## config.mk

```make
export PLATFORM = sky130hd
export DESIGN_NAME = tlb_fa_pid
export DESIGN_NICKNAME = d
export VERILOG_FILES = /design/src/rtl/tlb_fa_pkg.sv /design/src/rtl/tlb_fa_prio.sv /design/src/rtl/tlb_fa_store.sv /design/src/rtl/tlb_fa_match.sv /design/src/rtl/tlb_fa_lru.sv /design/src/rtl/tlb_fa_pid.sv
export SDC_FILE = /design/constraint.sdc
export NUM_CORES = 2
export LEC_CHECK = 0
export BUFFER_PORTS_ARGS = -buffer_cell sky130_fd_sc_hd__buf_2
export CORE_MARGIN = 3
export CORE_UTILIZATION = 50
export CTS_CLUSTER_SIZE = 10
export DETAILED_ROUTE_END_ITERATION = 7
export GPL_TIMING_DRIVEN = 0
export PLACE_DENSITY_LB_ADDON = 0.25
export SETUP_SLACK_MARGIN = 0.15
export SLEW_MARGIN = 5
export SYNTH_ARGS = -nofsm -noshare
export SYNTH_HDL_FRONTEND = slang
export SYNTH_HIERARCHICAL = 1
export SYNTH_SLANG_ARGS = --single-unit
export TNS_END_PERCENT = 20
```

## constraint.sdc

```tcl
create_clock -name clk -period 10.2 [get_ports clk]
set_input_delay 2.04 -clock clk [delete_from_list [all_inputs] [get_ports clk]]
set_output_delay 2.04 -clock clk [all_outputs]
set_load 0.005 [all_outputs]
```

## src/rtl/tlb_fa_pkg.sv

```systemverilog
package tlb_fa_pkg;

  // Where a refill is written
  typedef enum logic [1:0] {
    FILL_NONE  = 2'd0,
    FILL_DUP   = 2'd1,
    FILL_FREE  = 2'd2,
    FILL_EVICT = 2'd3
  } fill_kind_e;

endpackage

```

## src/rtl/tlb_fa_prio.sv

```systemverilog
// Lowest-index-first priority encoder
module tlb_fa_prio #(
  parameter int N     = 16,
  parameter int IDX_W = 4
) (
  input  logic [N-1:0]     vec,
  output logic             any,
  output logic [IDX_W-1:0] idx
);

  always_comb begin
    idx = '0;
    for (int i = N - 1; i >= 0; i--) begin
      if (vec[i]) idx = IDX_W'(i);
    end
  end

  assign any = |vec;

endmodule

```

## src/rtl/tlb_fa_store.sv

```systemverilog
// Entry storage: valid flag, page number, process tag, frame number
module tlb_fa_store #(
  parameter int N     = 16,
  parameter int VPN_W = 20,
  parameter int PID_W = 8,
  parameter int PFN_W = 20,
  parameter int IDX_W = 4
) (
  input  logic                       clk,
  input  logic                       rst_n,
  input  logic                       flush,
  input  logic                       wr_en,
  input  logic [IDX_W-1:0]           wr_idx,
  input  logic [VPN_W-1:0]           wr_vpn,
  input  logic [PID_W-1:0]           wr_pid,
  input  logic [PFN_W-1:0]           wr_pfn,
  output logic [N-1:0]               valid_vec,
  output logic [N-1:0][VPN_W-1:0]    ent_vpn,
  output logic [N-1:0][PID_W-1:0]    ent_pid,
  output logic [N-1:0][PFN_W-1:0]    ent_pfn
);

  for (genvar g = 0; g < N; g++) begin : g_ent
    logic             v_q;
    logic [VPN_W-1:0] vpn_q;
    logic [PID_W-1:0] pid_q;
    logic [PFN_W-1:0] pfn_q;
    logic             sel;

    assign sel = wr_en && (wr_idx == IDX_W'(g));

    always_ff @(posedge clk or negedge rst_n) begin
      if (!rst_n) begin
        v_q <= 1'b0;
      end else if (flush) begin
        v_q <= 1'b0;
      end else if (sel) begin
        v_q <= 1'b1;
      end
    end

    always_ff @(posedge clk or negedge rst_n) begin
      if (!rst_n) begin
        vpn_q <= '0;
        pid_q <= '0;
        pfn_q <= '0;
      end else if (sel && !flush) begin
        vpn_q <= wr_vpn;
        pid_q <= wr_pid;
        pfn_q <= wr_pfn;
      end
    end

    assign valid_vec[g] = v_q;
    assign ent_vpn[g]   = vpn_q;
    assign ent_pid[g]   = pid_q;
    assign ent_pfn[g]   = pfn_q;
  end

endmodule

```

## src/rtl/tlb_fa_match.sv

```systemverilog
// Parallel comparators for lookup, refill duplicate check and free slot
module tlb_fa_match #(
  parameter int N     = 16,
  parameter int VPN_W = 20,
  parameter int PID_W = 8,
  parameter int IDX_W = 4
) (
  input  logic [N-1:0]            valid_vec,
  input  logic [N-1:0][VPN_W-1:0] ent_vpn,
  input  logic [N-1:0][PID_W-1:0] ent_pid,
  input  logic                    pid_chk,
  input  logic [VPN_W-1:0]        lk_vpn,
  input  logic [PID_W-1:0]        lk_pid,
  input  logic [VPN_W-1:0]        fl_vpn,
  input  logic [PID_W-1:0]        fl_pid,
  output logic                    lk_hit,
  output logic [IDX_W-1:0]        lk_idx,
  output logic                    dup_hit,
  output logic [IDX_W-1:0]        dup_idx,
  output logic                    has_free,
  output logic [IDX_W-1:0]        free_idx
);

  logic [N-1:0] lk_vec;
  logic [N-1:0] dup_vec;
  logic [N-1:0] free_vec;

  for (genvar g = 0; g < N; g++) begin : g_cmp
    logic lk_vpn_eq;
    logic lk_pid_ok;
    assign lk_vpn_eq  = (ent_vpn[g] == lk_vpn);
    assign lk_pid_ok  = !pid_chk || (ent_pid[g] == lk_pid);
    assign lk_vec[g]  = valid_vec[g] && lk_vpn_eq && lk_pid_ok;
    assign dup_vec[g] = valid_vec[g] && (ent_vpn[g] == fl_vpn) && (ent_pid[g] == fl_pid);
    assign free_vec[g] = !valid_vec[g];
  end

  tlb_fa_prio #(.N(N), .IDX_W(IDX_W)) i_prio_lk (
    .vec (lk_vec),
    .any (lk_hit),
    .idx (lk_idx)
  );

  tlb_fa_prio #(.N(N), .IDX_W(IDX_W)) i_prio_dup (
    .vec (dup_vec),
    .any (dup_hit),
    .idx (dup_idx)
  );

  tlb_fa_prio #(.N(N), .IDX_W(IDX_W)) i_prio_free (
    .vec (free_vec),
    .any (has_free),
    .idx (free_idx)
  );

endmodule

```

## src/rtl/tlb_fa_lru.sv

```systemverilog
// True LRU by age ranks: 0 = most recent, N-1 = victim
module tlb_fa_lru #(
  parameter int N     = 16,
  parameter int IDX_W = 4
) (
  input  logic             clk,
  input  logic             rst_n,
  input  logic             touch,
  input  logic [IDX_W-1:0] touch_idx,
  output logic [N-1:0]     oldest_vec,
  output logic [IDX_W-1:0] victim_idx
);

  localparam logic [IDX_W-1:0] AGE_MAX = IDX_W'(N - 1);

  logic [N-1:0][IDX_W-1:0] age_vec;
  logic [IDX_W-1:0]        touch_age;
  logic                    unused_any;

  assign touch_age = age_vec[touch_idx];

  for (genvar g = 0; g < N; g++) begin : g_age
    logic [IDX_W-1:0] age_q;

    always_ff @(posedge clk or negedge rst_n) begin
      if (!rst_n) begin
        age_q <= IDX_W'(g);
      end else if (touch) begin
        if (touch_idx == IDX_W'(g)) begin
          age_q <= '0;
        end else if (age_q < touch_age) begin
          age_q <= age_q + 1'b1;
        end
      end
    end

    assign age_vec[g]    = age_q;
    assign oldest_vec[g] = (age_q == AGE_MAX);
  end

  tlb_fa_prio #(.N(N), .IDX_W(IDX_W)) i_prio_old (
    .vec (oldest_vec),
    .any (unused_any),
    .idx (victim_idx)
  );

endmodule

```

## src/rtl/tlb_fa_pid.sv

```systemverilog
module tlb_fa_pid
  import tlb_fa_pkg::*;
#(
  parameter int N     = 16,
  parameter int VPN_W = 20,
  parameter int OFF_W = 12,
  parameter int PID_W = 8,
  parameter int PFN_W = 20
) (
  input  logic                   clk,
  input  logic                   rst_n,
  input  logic                   flush,
  input  logic                   pid_chk,
  input  logic                   lk_valid,
  output logic                   lk_ready,
  input  logic [VPN_W+OFF_W-1:0] lk_vaddr,
  input  logic [PID_W-1:0]       lk_pid,
  output logic                   res_hit,
  output logic [PFN_W+OFF_W-1:0] res_paddr,
  output logic                   walk_req,
  output logic [VPN_W-1:0]       walk_vpn,
  output logic [PID_W-1:0]       walk_pid,
  input  logic                   fill_valid,
  output logic                   fill_ready,
  input  logic [VPN_W-1:0]       fill_vpn,
  input  logic [PID_W-1:0]       fill_pid,
  input  logic [PFN_W-1:0]       fill_pfn
);

  localparam int IDX_W = (N > 1) ? $clog2(N) : 1;

  logic [VPN_W-1:0] lk_vpn;
  logic [OFF_W-1:0] lk_off;
  logic             lk_fire;
  logic             fill_fire;

  logic [N-1:0]            valid_vec;
  logic [N-1:0][VPN_W-1:0] ent_vpn;
  logic [N-1:0][PID_W-1:0] ent_pid;
  logic [N-1:0][PFN_W-1:0] ent_pfn;

  logic             lk_hit;
  logic [IDX_W-1:0] lk_idx;
  logic             fill_dup;
  logic [IDX_W-1:0] dup_idx;
  logic             has_free;
  logic [IDX_W-1:0] free_idx;
  logic [N-1:0]     oldest_vec;
  logic [IDX_W-1:0] victim_idx;

  fill_kind_e       fill_kind;
  logic [IDX_W-1:0] wr_idx;
  logic             touch;
  logic [IDX_W-1:0] touch_idx;

  assign lk_vpn = lk_vaddr[VPN_W+OFF_W-1:OFF_W];
  assign lk_off = lk_vaddr[OFF_W-1:0];

  // Handshake: a refill or flush takes the cycle from lookups
  assign lk_ready   = !flush && !fill_valid;
  assign fill_ready = !flush;
  assign lk_fire    = lk_valid && lk_ready;
  assign fill_fire  = fill_valid && fill_ready;

  tlb_fa_store #(
    .N(N), .VPN_W(VPN_W), .PID_W(PID_W), .PFN_W(PFN_W), .IDX_W(IDX_W)
  ) i_store (
    .clk       (clk),
    .rst_n     (rst_n),
    .flush     (flush),
    .wr_en     (fill_fire),
    .wr_idx    (wr_idx),
    .wr_vpn    (fill_vpn),
    .wr_pid    (fill_pid),
    .wr_pfn    (fill_pfn),
    .valid_vec (valid_vec),
    .ent_vpn   (ent_vpn),
    .ent_pid   (ent_pid),
    .ent_pfn   (ent_pfn)
  );

  tlb_fa_match #(
    .N(N), .VPN_W(VPN_W), .PID_W(PID_W), .IDX_W(IDX_W)
  ) i_match (
    .valid_vec (valid_vec),
    .ent_vpn   (ent_vpn),
    .ent_pid   (ent_pid),
    .pid_chk   (pid_chk),
    .lk_vpn    (lk_vpn),
    .lk_pid    (lk_pid),
    .fl_vpn    (fill_vpn),
    .fl_pid    (fill_pid),
    .lk_hit    (lk_hit),
    .lk_idx    (lk_idx),
    .dup_hit   (fill_dup),
    .dup_idx   (dup_idx),
    .has_free  (has_free),
    .free_idx  (free_idx)
  );

  tlb_fa_lru #(.N(N), .IDX_W(IDX_W)) i_lru (
    .clk        (clk),
    .rst_n      (rst_n),
    .touch      (touch),
    .touch_idx  (touch_idx),
    .oldest_vec (oldest_vec),
    .victim_idx (victim_idx)
  );

  // Refill placement: duplicate, then free slot, then LRU victim
  always_comb begin
    if (!fill_fire)    fill_kind = FILL_NONE;
    else if (fill_dup) fill_kind = FILL_DUP;
    else if (has_free) fill_kind = FILL_FREE;
    else               fill_kind = FILL_EVICT;
  end

  always_comb begin
    unique case (fill_kind)
      FILL_DUP:   wr_idx = dup_idx;
      FILL_FREE:  wr_idx = free_idx;
      FILL_EVICT: wr_idx = victim_idx;
      default:    wr_idx = '0;
    endcase
  end

  assign touch     = fill_fire || (lk_fire && lk_hit);
  assign touch_idx = fill_fire ? wr_idx : lk_idx;

  // Lookup results, same cycle
  assign res_hit   = lk_fire && lk_hit;
  assign res_paddr = {ent_pfn[lk_idx], lk_off};
  assign walk_req  = lk_fire && !lk_hit;
  assign walk_vpn  = lk_vpn;
  assign walk_pid  = lk_pid;

endmodule

```

=== Yosys cells after proc, flatten, opt, wreduce, memory -nomap -nowiden ===
Index checks and enable logic that the tools add are counted.

* Flip-flop bits (word level): 848
* Bits of input ports: 94
* Logic and storage cells: 555

* Add/sub/neg operators: 16
* $lt $le $gt $ge: 18
* Eq/ne operators: 113
* Muxes and demuxes: 137
* Reductions and logical operators: 191

{| class="wikitable"
|+ Operator list
! kind !! count
|-
| equality test 20 bit || 32
|-
| two-way mux 4 bit || 98
|-
| equality test 8 bit || 32
|-
| equality test 4 bit (second input constant) || 32
|-
| logical AND 1 bit || 101
|-
| binary-select mux 20 bit (select 4 bit) || 1
|-
| adder 4 x 1 -> 4 bit (second input constant) || 16
|-
| < comparator 4 bit || 16
|-
| nonzero test 2 bit || 32
|-
| OR reduction 16 bit || 3
|-
| two-way mux 1 bit || 33
|-
| equality test 4 x 3 -> 1 bit (second input constant) || 8
|-
| AND reduction 2 bit || 16
|-
| logical NOT 1 bit || 20
|-
| two-way mux 20 bit || 1
|-
| logical OR 1 bit || 17
|-
| binary-select mux 4 bit (select 4 bit) || 1
|-
| equality test 4 x 2 -> 1 bit (second input constant) || 4
|-
| one-hot mux 4 bit (3 select lines) || 1
|-
| < comparator 4 x 5 -> 1 bit (second input constant) || 2
|-
| equality test 4 x 1 -> 1 bit (second input constant) || 2
|-
| logical NOT 4 bit || 2
|-
| equality test 2 bit (second input constant) || 2
|-
| two-way mux 2 bit || 2
|-
| equality test 2 x 1 -> 1 bit (second input constant) || 1
|}

=== Longest topological paths before layout ===
* Word-level depth: 26
* Depth in mapped cells: 26

=== By module ===
The synthesis kept the hierarchy.

{| class="wikitable"
|+ By module, submodules not included
! module !! instances !! cells an instance !! area each (um2) !! seq. area each (um2)
|-
| tlb_fa_store || 1 || 1,753 || 29,522.1 || 19,618.8
|-
| tlb_fa_match || 1 || 1,366 || 11,252.0 || 0.0
|-
| tlb_fa_lru || 1 || 569 || 5,371.4 || 1,641.6
|-
| tlb_fa_pid || 1 || 241 || 2,830.2 || 0.0
|-
| tlb_fa_prio || 4 || 34 || 176.4 || 0.0
|}

=== Least setup slack after synthesis ===
No wires, ideal clock.

* Path kind: input to register
* Start point: input lk_pid[7]
* End point: register i_lru.g_age[8].age_q[3]
* Library setup time: 64 ps
* Arrival time: 7,390 ps
* Slack: 2,746 ps
* Stages: 23
* Buffers on the path: 6
* Cell sequence: buf_6 -> buf_12 -> xor2_1 -> nor4_2 -> nand2_1 -> a211oi_2 -> a21oi_1 -> o311a_1 -> o22ai_1 -> buf_4 -> buf_4 -> nand2_1 -> o21ai_0 -> buf_6 -> buf_2 -> mux4_2 -> mux4_2 -> inv_1 -> ha_1 -> a21o_1 -> o41a_1 -> or4_1 -> nand3_1

* Word-level cells in the longest chain between the ends: 25

{| class="wikitable"
|+ RTL lines
! what !! RTL line !! RTL
|-
| start: declaration || tlb_fa_pid.sv:17 || <nowiki>input logic [PID_W-1:0] lk_pid,</nowiki>
|-
| equality test 8 bit * || tlb_fa_match.sv:32 || <nowiki>assign lk_pid_ok = !pid_chk || (ent_pid[g] == lk_pid);</nowiki>
|-
| logical OR 1 bit * || tlb_fa_match.sv:32 ||
|-
| logical AND 1 bit * || tlb_fa_match.sv:33 || <nowiki>assign lk_vec[g] = valid_vec[g] && lk_vpn_eq && lk_pid_ok;</nowiki>
|-
| net i_match.lk_vec[15] || tlb_fa_match.sv:24 || <nowiki>logic [N-1:0] lk_vec;</nowiki>
|-
| two-way mux 4 bit * (16 in a row) || tlb_fa_prio.sv:14 || <nowiki>if (vec[i]) idx = IDX_W'(i);</nowiki>
|-
| net lk_idx[0] || tlb_fa_pid.sv:43 || <nowiki>logic [IDX_W-1:0] lk_idx;</nowiki>
|-
| two-way mux 4 bit * || tlb_fa_pid.sv:128 || <nowiki>assign touch_idx = fill_fire ? wr_idx : lk_idx;</nowiki>
|-
| net touch_idx[0] || tlb_fa_pid.sv:54 || <nowiki>logic [IDX_W-1:0] touch_idx;</nowiki>
|-
| binary-select mux 4 bit (select 4 bit) || tlb_fa_lru.sv:20 || <nowiki>assign touch_age = age_vec[touch_idx];</nowiki>
|-
| two-way mux 4 bit (implied by the code) || tlb_fa_lru.sv:20 ||
|-
| < comparator 4 bit || tlb_fa_lru.sv:31 || <nowiki>end else if (age_q < touch_age) begin</nowiki>
|-
| nonzero test 2 bit (no source line) || - ||
|-
| AND reduction 2 bit (no source line) || - ||
|-
| end signal: assignment || tlb_fa_lru.sv:27 || <nowiki>age_q <= IDX_W'(g);</nowiki>
|-
| end signal: assignment || tlb_fa_lru.sv:32 || <nowiki>age_q <= age_q + 1'b1;</nowiki>
|-
| end: declaration || tlb_fa_lru.sv:23 || <nowiki>logic [IDX_W-1:0] age_q;</nowiki>
|}

The timed path passes the listed nets; every way through them passes the cells marked *. The select of a mux whose other input is x is not followed.
A chain may end at the register's enable or synchronous reset.

=== Final worst setup path ===
* Start point: input lk_vaddr[19]
* End point: register i_lru.g_age[13].age_q[3]

{| class="wikitable"
|+ RTL lines
! what !! RTL line !! RTL
|-
| start: declaration || tlb_fa_pid.sv:16 || <nowiki>input logic [VPN_W+OFF_W-1:0] lk_vaddr,</nowiki>
|-
| equality test 20 bit * || tlb_fa_match.sv:31 || <nowiki>assign lk_vpn_eq = (ent_vpn[g] == lk_vpn);</nowiki>
|-
| logical AND 1 bit * (2 in a row) || tlb_fa_match.sv:33 ||
|-
| net i_match.lk_vec[7] || tlb_fa_match.sv:24 ||
|-
| two-way mux 4 bit * (8 in a row) || tlb_fa_prio.sv:14 ||
|-
| net lk_idx[1] || tlb_fa_pid.sv:43 ||
|-
| two-way mux 4 bit * || tlb_fa_pid.sv:128 ||
|-
| net touch_idx[1] || tlb_fa_pid.sv:54 ||
|-
| binary-select mux 4 bit (select 4 bit) || tlb_fa_lru.sv:20 ||
|-
| two-way mux 4 bit (implied by the code) || tlb_fa_lru.sv:20 ||
|-
| < comparator 4 bit || tlb_fa_lru.sv:31 ||
|-
| nonzero test 2 bit (no source line) || - ||
|-
| AND reduction 2 bit (no source line) || - ||
|-
| end signal: assignment || tlb_fa_lru.sv:27 ||
|-
| end signal: assignment || tlb_fa_lru.sv:32 ||
|-
| end: declaration || tlb_fa_lru.sv:23 ||
|}

Marks and branches as above.

==> flow_metrics.env <==
export IMPL_synthToLayoutAreaGrowth_pct=10.7
export IMPL_hpwlAfterDp_um=126000
export IMPL_grt_pass1_wl_um=244000
export IMPL_critical_path_max_fanout=16
export IMPL_max_slew_headroom_pct=20.0
export IMPL_final_min_clock_period_ps=9370
export IMPL_cts_tree="yes"
export IMPL_grt_start_max_net_pins=116
export IMPL_die_height_um=321
export IMPL_drc=0
export IMPL_postSynthNetCount=4220
export IMPL_multiInputGateArea_um2=25700
export IMPL_fin_crit_sh_pct=91.9
export IMPL_drive_above_1_share_pct=33.7
export IMPL_die_area_um2=103000
export IMPL_area_sequential_um2=21300
export IMPL_fp_coreArea_um2=97600
export IMPL_clk_transition_reported_paths_ps=60
export IMPL_crit_type="input pin to register"
export IMPL_cts_repair_timing_setup_buffer_count=0
export IMPL_timing_hold_worst_endpoint="i_store/g_ent[14].v_q$_DFFE_PN0P_"
export IMPL_cts_root_buf="sky130_fd_sc_hd__clkbuf_16"
export IMPL_timing_final_max_slew_violations=0
export IMPL_pwr_density_cell_nw_per_um2=148
export IMPL_finalSetupViolations=0
export IMPL_starting_density_of_the_core_pct=50.9
export IMPL_tritoncts_num_buffers=99
export IMPL_port_buffers=116
export IMPL_cts_sinks=848
export IMPL_timing_critical_path_to_type="register"
export IMPL_worst_r2r_setup_slack_ps=2080
export IMPL_first_global_vias=35100
export IMPL_power_static_leakage_nw=26.4
export IMPL_hold_path_startpoint="i_store/g_ent[14].v_q$_DFFE_PN0P_"
export IMPL_global_route_overflow_total=0
export IMPL_worst_r2r_cell_count=22
export IMPL_drtAntennaViolNets=0
export IMPL_syn_cell_area_um2=49700
export IMPL_track_usage_pct=32.7
export IMPL_first_pass_iters=5
export IMPL_finalInstanceArea_um2=55000
export IMPL_dpl_instance_area_um2=52100
export IMPL_hold_depth=1
export IMPL_timing_hold_violations_final=0
export IMPL_final_net_count=4446
export IMPL_vdd_ir_drop_max_v=0.000128
export IMPL_type_of_the_worst_min_delay_path="register to register"
export IMPL_worst_slew_pin_slew_ps=1200
export IMPL_unrepaired_setup_endpoints_after_global_routing="false"
export IMPL_maxClockFrequency_mhz=107
export IMPL_timing_critical_path_required_ps=10810
export IMPL_clk_path_buf_depth=3
export IMPL_r2r_end="i_lru/g_age[13].age_q[3]$_DFFE_PN1P_"
export IMPL_chipWidth_um=321
export IMPL_n_fill_cell=8349
export IMPL_placementRows=114
export IMPL_regToRegStartpoint="i_store/g_ent[10].vpn_q[2]$_DFFE_PN0P_"
export IMPL_drt_vias_per_instance=6.19
export IMPL_timing_max_cap_violations=0
export IMPL_gp_congestion=1.01
export IMPL_dr_first_iter_drc_count=3733
export IMPL_post_cts_resized_instances=0
export IMPL_outcome="complete, no violations"
export IMPL_vias_post_dr=34700
export IMPL_drt_wirelength_per_cell_um=30.2
export IMPL_synth_warnings=6
export IMPL_clkLatencyLatePin_ps=700
export IMPL_critical_path_arrival_ps=9980
export IMPL_final_core_util_pct=56.4
export IMPL_antenna_found_initial=3
export IMPL_skew_ps=26.9
export IMPL_cts_max_level=3
export IMPL_synthCells=4062
export IMPL_ioPinCount=158
export IMPL_avg_synthesized_cell_area_um2=12.2
export IMPL_start_kind="input pin"
export IMPL_postCtsHoldBufs=0
export IMPL_detailed_route_wl_um=169000
-- stage by stage --
step	TNS [ps]	power [mW]	std cells	hold slack (ps)	setup WS [ps]
after global placement	-9729810	4.83	5454	463	-11930
after detailed placement	0	4.86	5463	470	338
final	0	8.14	5614	480	831
after global routing	0	8.42	5614	504	570
after CTS	0	8.17	5613	482	1070
after floorplan	0	4.38	4062	454	2750
-- final cells by class --
type	instances	share of cell area, %
clock inverter	9	0.280
inverter	58	0.396
buffer	352	4.54
antenna	1	0.00455
timing repair buffer	125	1.52
sequential	848	38.7
tap	1276	2.90
clock buffer	141	4.97
multi-input combinational	2804	46.7
-- report_power, final --
| part | total (mW) | internal [mW] | switching [mW] |
|---|---|---|---|
| Sequential | 3.67 | 3.52 | 0.156 |
| Combinational | 1.16 | 0.470 | 0.685 |
| Clock | 3.31 | 1.87 | 1.44 |
-- layout by cell type (no fill, tap or decap), types with 15 or more instances in the layout --
cell	count
sky130_fd_sc_hd__a211o_1	15
sky130_fd_sc_hd__a21o_1	18
sky130_fd_sc_hd__a21oi_1	37
sky130_fd_sc_hd__a22o_1	16
sky130_fd_sc_hd__a22oi_1	41
sky130_fd_sc_hd__and3_1	35
sky130_fd_sc_hd__buf_2	194
sky130_fd_sc_hd__buf_4	80
sky130_fd_sc_hd__buf_6	94
sky130_fd_sc_hd__clkbuf_1	117
sky130_fd_sc_hd__clkbuf_16	99
sky130_fd_sc_hd__dfrtp_1	816
sky130_fd_sc_hd__dfstp_2	32
sky130_fd_sc_hd__ha_1	64
sky130_fd_sc_hd__inv_1	58
sky130_fd_sc_hd__mux2_2	743
sky130_fd_sc_hd__mux2_4	45
sky130_fd_sc_hd__mux4_2	94
sky130_fd_sc_hd__nand2_1	144
sky130_fd_sc_hd__nand3_1	54
sky130_fd_sc_hd__nand4_1	64
sky130_fd_sc_hd__nor2_1	81
sky130_fd_sc_hd__nor2b_1	34
sky130_fd_sc_hd__nor3_1	47
sky130_fd_sc_hd__nor4_1	164
sky130_fd_sc_hd__nor4_2	27
sky130_fd_sc_hd__o21ai_0	62
sky130_fd_sc_hd__xnor2_1	148
sky130_fd_sc_hd__xor2_1	746
-- worst max-delay path, stage by stage --
cell and delay (ps):
sky130_fd_sc_hd__buf_6 170, sky130_fd_sc_hd__buf_6 280, sky130_fd_sc_hd__xor2_1 160, sky130_fd_sc_hd__nor4_1 270, sky130_fd_sc_hd__nand4_1 270, sky130_fd_sc_hd__a211oi_1 950, sky130_fd_sc_hd__nor2_1 120, sky130_fd_sc_hd__a31oi_1 330
sky130_fd_sc_hd__buf_2 300, sky130_fd_sc_hd__buf_1 690, sky130_fd_sc_hd__nand2_1 110, sky130_fd_sc_hd__o21ai_0 180, sky130_fd_sc_hd__buf_2 340, sky130_fd_sc_hd__clkbuf_1 530, sky130_fd_sc_hd__mux4_1 460, sky130_fd_sc_hd__mux4_2 470
sky130_fd_sc_hd__inv_1 660, sky130_fd_sc_hd__ha_1 400, sky130_fd_sc_hd__a21o_1 210, sky130_fd_sc_hd__o41a_1 380, sky130_fd_sc_hd__or2_0 240, sky130_fd_sc_hd__a311o_1 340
-- metal layers --
| layer | wire length [um] | GRT usage, % |
|---|---|---|
| met5 | 17 | 0 |
| met4 | 11400 | 18.5 |
| met1 | 69900 | 44.2 |
| met3 | 12300 | 5.25 |
| met2 | 75900 | 50.3 |
-- sequential cells by signal (all words and copies together) (netlist names) --
signal	cells
i_store/g_ent.pfn_q	320
i_store/g_ent.vpn_q	320
i_lru/g_age.age_q	64
i_store/g_ent.pid_q	128
i_store/g_ent.v_q	16
-- how the worst max path moves through the flow --
stage,start,end,cells after the start
finish,lk_vaddr[19],i_lru/g_age[13].age_q[3]$_DFFE_PN1P_,22
global route,lk_vaddr[24],i_lru/g_age[15].age_q[0]$_DFFE_PN1P_,22
CTS,lk_vaddr[24],i_lru/g_age[13].age_q[3]$_DFFE_PN1P_,24
detailed placement,lk_vaddr[24],i_lru/g_age[15].age_q[0]$_DFFE_PN1P_,25
global placement,rst_n,i_store/g_ent[14].pfn_q[8]$_DFFE_PN0P_,1
floorplan,lk_pid[7],i_lru/g_age[8].age_q[3]$_DFFE_PN1P_,23
Note: power is estimated with default switching activity, not from simulation.
